`config.mk`:
```
export PLATFORM = sky130hd
export DESIGN_NAME = dma_bus_arbiter
export DESIGN_NICKNAME = d
export VERILOG_FILES = /design/src/rtl/dab_pkg.sv /design/src/rtl/dab_release_detect.sv /design/src/rtl/dab_priority_pick.sv /design/src/rtl/dab_owner.sv /design/src/rtl/dma_bus_arbiter.sv
export SDC_FILE = /design/constraint.sdc
export NUM_CORES = 1
export LEC_CHECK = 0
export ABC_AREA = 1
export BUFFER_PORTS_ARGS = -buffer_cell sky130_fd_sc_hd__buf_2
export CELL_PAD_IN_SITES_DETAIL_PLACEMENT = 0
export CELL_PAD_IN_SITES_GLOBAL_PLACEMENT = 2
export CORE_AREA = 2 2 54 56
export DETAILED_ROUTE_END_ITERATION = 10
export DIE_AREA = 0 0 56 58
export MAX_ROUTING_LAYER = met4
export PLACE_DENSITY = 0.84
export SLEW_MARGIN = 0
export SYNTH_ARGS = -nofsm -noshare
export SYNTH_HDL_FRONTEND = slang
export SYNTH_HIERARCHICAL = 1
export SYNTH_SLANG_ARGS = --single-unit
```
`constraint.sdc`:
```
create_clock -name clk -period 1.9 [get_ports clk]
set_input_delay 0.19 -clock clk [delete_from_list [all_inputs] [get_ports clk]]
set_output_delay 0.19 -clock clk [all_outputs]
set_load 0.03 [all_outputs]
```
`src/rtl/dab_pkg.sv`:
```
package dab_pkg;
  localparam logic [1:0] MODE_STEAL = 2'b00;
  localparam logic [1:0] MODE_BURST = 2'b01;

  function automatic logic is_block(input logic [1:0] mode);
    return mode[1];
  endfunction
endpackage

```
`src/rtl/dab_release_detect.sv`:
```
module dab_release_detect
  import dab_pkg::*;
(
  input  logic       clk,
  input  logic       rst_n,
  input  logic       own_dma,
  input  logic       dma_req,
  input  logic [1:0] dma_mode,
  input  logic       dma_rd_done,
  input  logic       dma_wr_done,
  input  logic       dma_ch_switch,
  input  logic       dma_burst_end,
  input  logic       dma_block_end,
  input  logic       dma_give_up,
  output logic       mid,
  output logic       rel_now
);
  logic mid_q;
  logic steal_m, burst_m, block_m;
  logic write_rel, idle_rel;

  // Inside a transfer from the read half to the write half.
  always_ff @(posedge clk or negedge rst_n) begin
    if (!rst_n) begin
      mid_q <= 1'b0;
    end else if (own_dma) begin
      if (dma_wr_done)      mid_q <= 1'b0;
      else if (dma_rd_done) mid_q <= 1'b1;
    end
  end

  assign steal_m = (dma_mode == MODE_STEAL);
  assign burst_m = (dma_mode == MODE_BURST);
  assign block_m = is_block(dma_mode);

  // A write completion is the only point where an active transfer may yield.
  assign write_rel = own_dma && dma_wr_done &&
                     (steal_m || dma_ch_switch ||
                      (burst_m && dma_burst_end) ||
                      (block_m && dma_block_end) ||
                      (dma_give_up && !steal_m));

  // The engine is parked and idle: let anyone else in.
  assign idle_rel = own_dma && !dma_req && !mid_q && !dma_rd_done;

  assign rel_now = write_rel || idle_rel;
  assign mid     = mid_q;
endmodule

```
`src/rtl/dab_priority_pick.sv`:
```
module dab_priority_pick #(
  parameter int N = 3
) (
  input  logic [N-1:0] req,
  output logic [N-1:0] onehot,
  output logic         any
);
  logic [N:0] seen;

  assign seen[0] = 1'b0;

  for (genvar i = 0; i < N; i++) begin : g_chain
    assign onehot[i]  = req[i] && !seen[i];
    assign seen[i+1]  = seen[i] || req[i];
  end

  assign any = seen[N];
endmodule

```
`src/rtl/dab_owner.sv`:
```
module dab_owner #(
  parameter int N = 3
) (
  input  logic         clk,
  input  logic         rst_n,
  input  logic         rel_now,
  input  logic [N-1:0] lp_req,
  output logic         gnt_dma,
  output logic [N-1:0] lp_gnt
);
  logic         dma_q, dma_n;
  logic [N-1:0] gnt_q, gnt_n;
  logic [N-1:0] round_q, round_n;
  logic [N-1:0] fresh_oh, rest_oh, rest_req;
  logic         fresh_any, rest_any;

  assign rest_req = round_q & lp_req;

  dab_priority_pick #(.N(N)) u_fresh (
    .req    (lp_req),
    .onehot (fresh_oh),
    .any    (fresh_any)
  );

  dab_priority_pick #(.N(N)) u_rest (
    .req    (rest_req),
    .onehot (rest_oh),
    .any    (rest_any)
  );

  always_comb begin
    dma_n   = dma_q;
    gnt_n   = gnt_q;
    round_n = round_q;
    if (dma_q) begin
      if (rel_now && fresh_any) begin
        dma_n   = 1'b0;
        gnt_n   = fresh_oh;
        round_n = lp_req & ~fresh_oh;
      end
    end else if ((gnt_q & lp_req) == '0) begin
      if (rest_any) begin
        gnt_n   = rest_oh;
        round_n = round_q & ~rest_oh;
      end else begin
        dma_n   = 1'b1;
        gnt_n   = '0;
        round_n = '0;
      end
    end
  end

  always_ff @(posedge clk or negedge rst_n) begin
    if (!rst_n) begin
      dma_q   <= 1'b1;
      gnt_q   <= '0;
      round_q <= '0;
    end else begin
      dma_q   <= dma_n;
      gnt_q   <= gnt_n;
      round_q <= round_n;
    end
  end

  assign gnt_dma = dma_q;
  assign lp_gnt  = gnt_q;
endmodule

```
`src/rtl/dma_bus_arbiter.sv`:
```
module dma_bus_arbiter #(
  parameter int NREQ = 3
) (
  input  logic            clk,
  input  logic            rst_n,
  input  logic            dma_req,
  input  logic [1:0]      dma_mode,
  input  logic            dma_rd_done,
  input  logic            dma_wr_done,
  input  logic            dma_ch_switch,
  input  logic            dma_burst_end,
  input  logic            dma_block_end,
  input  logic            dma_give_up,
  input  logic [NREQ-1:0] lp_req,
  output logic            gnt_dma,
  output logic [NREQ-1:0] lp_gnt
);
  logic mid_w;
  logic rel_w;

  dab_release_detect u_rel (
    .clk           (clk),
    .rst_n         (rst_n),
    .own_dma       (gnt_dma),
    .dma_req       (dma_req),
    .dma_mode      (dma_mode),
    .dma_rd_done   (dma_rd_done),
    .dma_wr_done   (dma_wr_done),
    .dma_ch_switch (dma_ch_switch),
    .dma_burst_end (dma_burst_end),
    .dma_block_end (dma_block_end),
    .dma_give_up   (dma_give_up),
    .mid           (mid_w),
    .rel_now       (rel_w)
  );

  dab_owner #(.N(NREQ)) u_own (
    .clk     (clk),
    .rst_n   (rst_n),
    .rel_now (rel_w),
    .lp_req  (lp_req),
    .gnt_dma (gnt_dma),
    .lp_gnt  (lp_gnt)
  );
endmodule

```
==> impl_results.md <==
* RSZ-0062 raised after global routing: no
* Crit path buf inv count at 1
* Largest net degree at the start of global routing at 10
* # Max-Cap Violations at 0
* # clock sinks at 8
* Clock Skew at 1.76 ps
* Synthesis Warnings at 6
* Detail Placement HPWL at 1200 um
* Die X at 56 um
* Syn nets at 116
* Crit-path cells: inv_1 -> nor2_1 -> nand3_1 -> nand2_1 -> nand3_2 -> o21ai_4 -> nand2_1 -> nand2_1
* Cells after Synth at 102
* Area occupied by multi-input gates at 323 um^2
* PwrDens at 1340 mW/mm^2
* Total track usage at 10.6%
* CP dominant cell by count: nand2_1
* DP Area at 746 um^2
* Resize count post-CTS at 0
* Leak at 0.468 nW
* Final core occ at 29.4%
* Main synth FF type: dfrtp_1
* Clock Latency Late Sink at 260 ps
* Placer congestion estimate at 0.772
* Layout cells sized above 1 at 30.3%
* DRC viols at 0
* Crit Path Max Fanout at 9
* Slew margin rel. at 86.6%
* CTS Buf Count at 3
* Power Internal at 0.530 mW
* DR iter-0 viols at 18
* Leading cell type in the layout, fill and taps excluded: nand2_1
* HP Class: input pin to register
* Core area at 0.00266 mm^2
* Sequential Power Share at 31.2%
* Die Y at 58 um
* Sw frac at 49.6%
* Combinational share of power at 54.9%
* First-pass GRT wire length at 2530 um
* Peak Freq at 0.677 GHz
* Final min period at 1480 ps
* CP max stage delay at 620 ps
* Vias per cell at 4.15
* I/O Buffers at 17
* Depth of the CTS H-tree at 1
* TritonRoute pass-1 iters at 5
* Crit path DAT at 1680 ps
* Mapped cell area at 637 um^2
* Crit share post-route at 77.8%
* Outcome: complete, no violations
* N_diodes at 0
* Post-Route WL at 1510 um
* Slew @ Worst Pin at 199 ps
* Clock share of power at 13.9%
* Row count at 19
* Startpoint Class: register
* Via total after detailed routing at 635
* WL/cell at 9.86 um
* Crit path capture type: register
* Hold Vio Cnt, Final at 0
* Net Switching at 0.521 mW
* Synth cell types at 16
* CTS tree: yes
* Setup CP Type: register to register
* WHS at 197 ps
* Register area at 201 um^2
* Clock Path Buffers at 2
* Synth-to-Final Area Change at 22.8%
* Initial Utilization at 23.9%
* Antenna Nets Post-Route at 0
* Commonest cells after routing, fill and taps aside: nand2_1, inv_1, buf_2
* Vias in the first global route at 572
* Syn avg cell area at 6.24 um^2
* Max Slew Vio Count at 0
* Initial antenna violation count at 0
* Die area at 0.00325 mm^2
* Final setup violation count at 0
* CTS root buffer: clkbuf_4
* EDFF count, synth at 0
* Global route overflow at 0
* Setup tns final at 0 ps
* Peak VDD IR at 0.730 mV
* #FFs+latches synth at 8
* CP max-delay cell: dfstp_2
* CP delay by family, top: flip-flops
* Setup bufs post-CTS at 0
* Clock slew seen by the registers of the worst setup and hold paths at 60 ps
* Final Instance Area at 782 um^2
* Final #Nets at 137
* Fillers at 320
* Post-synth ARST share at 100%
* Worst path required time at 2100 ps
* Num ports at 18
* # hold bufs at CTS at 1
* Register area share after synthesis at 31.6%
==> cell usage after synthesis (2+ instances only) <==
master	count	share of area (%)
buf_4	2	2.4
dfrtp_1	7	28
inv_1	19	11
inv_2	7	4.1
nand2_1	33	19
nand2_2	3	2.9
nand2_4	2	3.5
nand3_1	12	9.4
nor2_1	4	2.4
nor2_2	2	2.0
o21ai_0	2	1.6
o21ai_1	3	2.4
o22ai_1	3	2.9
==> flip-flops by register name, indices dropped and copies added (netlist names) <==
name           cells
u_own/gnt_dma      1
u_rel/mid          1
u_own/round_q      3
u_own/lp_gnt       3
==> logic make-up (layout without fill, tap and decap cells) <==
logic type	Yosys count	count (layout)	synth area share, %
AND/OR/NAND/NOR	57	57	41.3
buffers and inverters	28	48	17.7
AO/OA/AOI/OAI	9	9	9.43
flip-flops	8	8	31.6
==> through the flow <==
step	setup WS (ps)	instances	power, mW
final	422	153	1.05
after detailed placement	425	148	0.906
after floorplan	457	102	0.774
after CTS	398	153	1.06
after global routing	179	153	1.16
after global placement	471	148	0.908
==> per-layer routing <==
metal	wire [um]	part of all wire, %	track usage, %
met5	0	0	-
met4	0	0	3.06
met3	109	7.2	4.24
met2	695	46	16.5
met1	704	47	12.9
==> power groups by stage <==
stage / combinational [mW] / sequential (mW) / clock [mW]
3_5_place_dp: 0.571 / 0.335 / 0
4_1_cts: 0.579 / 0.331 / 0.154
2_1_floorplan: 0.390 / 0.384 / 0
6_report: 0.577 / 0.328 / 0.146
3_3_place_gp: 0.579 / 0.330 / 0
5_1_grt: 0.653 / 0.345 / 0.158
==> layout make-up <==
type                    instances  area share (%)
well taps                      31            4.96
clock buffers                   4            3.36
inverters                      26            12.5
repair buffers                 18            12.2
multi-input cells              66            41.3
flip-flops and latches          8            25.8
==> worst min-delay path, stage by stage <==
cell and delay (ps):
buf_2 80, nand2_1 60, nand2_1 70, inv_1 30
==> worst paths after layout <==
path / from / to / slack [ps] / cells after the start
setup / recovery: u_own/gnt_dma / u_own/lp_gnt[1] / 420 / 8
hold / removal: dma_wr_done / u_rel/mid / 200 / 4
setup reg to reg: u_own/gnt_dma / u_own/lp_gnt[1] / 420 / 8
hold reg to reg: u_own/gnt_dma / u_own/gnt_dma / 550 / 2
max in group asynchronous: rst_n / u_own/gnt_dma / 1370 / 2
min in group asynchronous: rst_n / u_own/lp_gnt[1] / 290 / 2
Power figures use the tool's default switching activity.
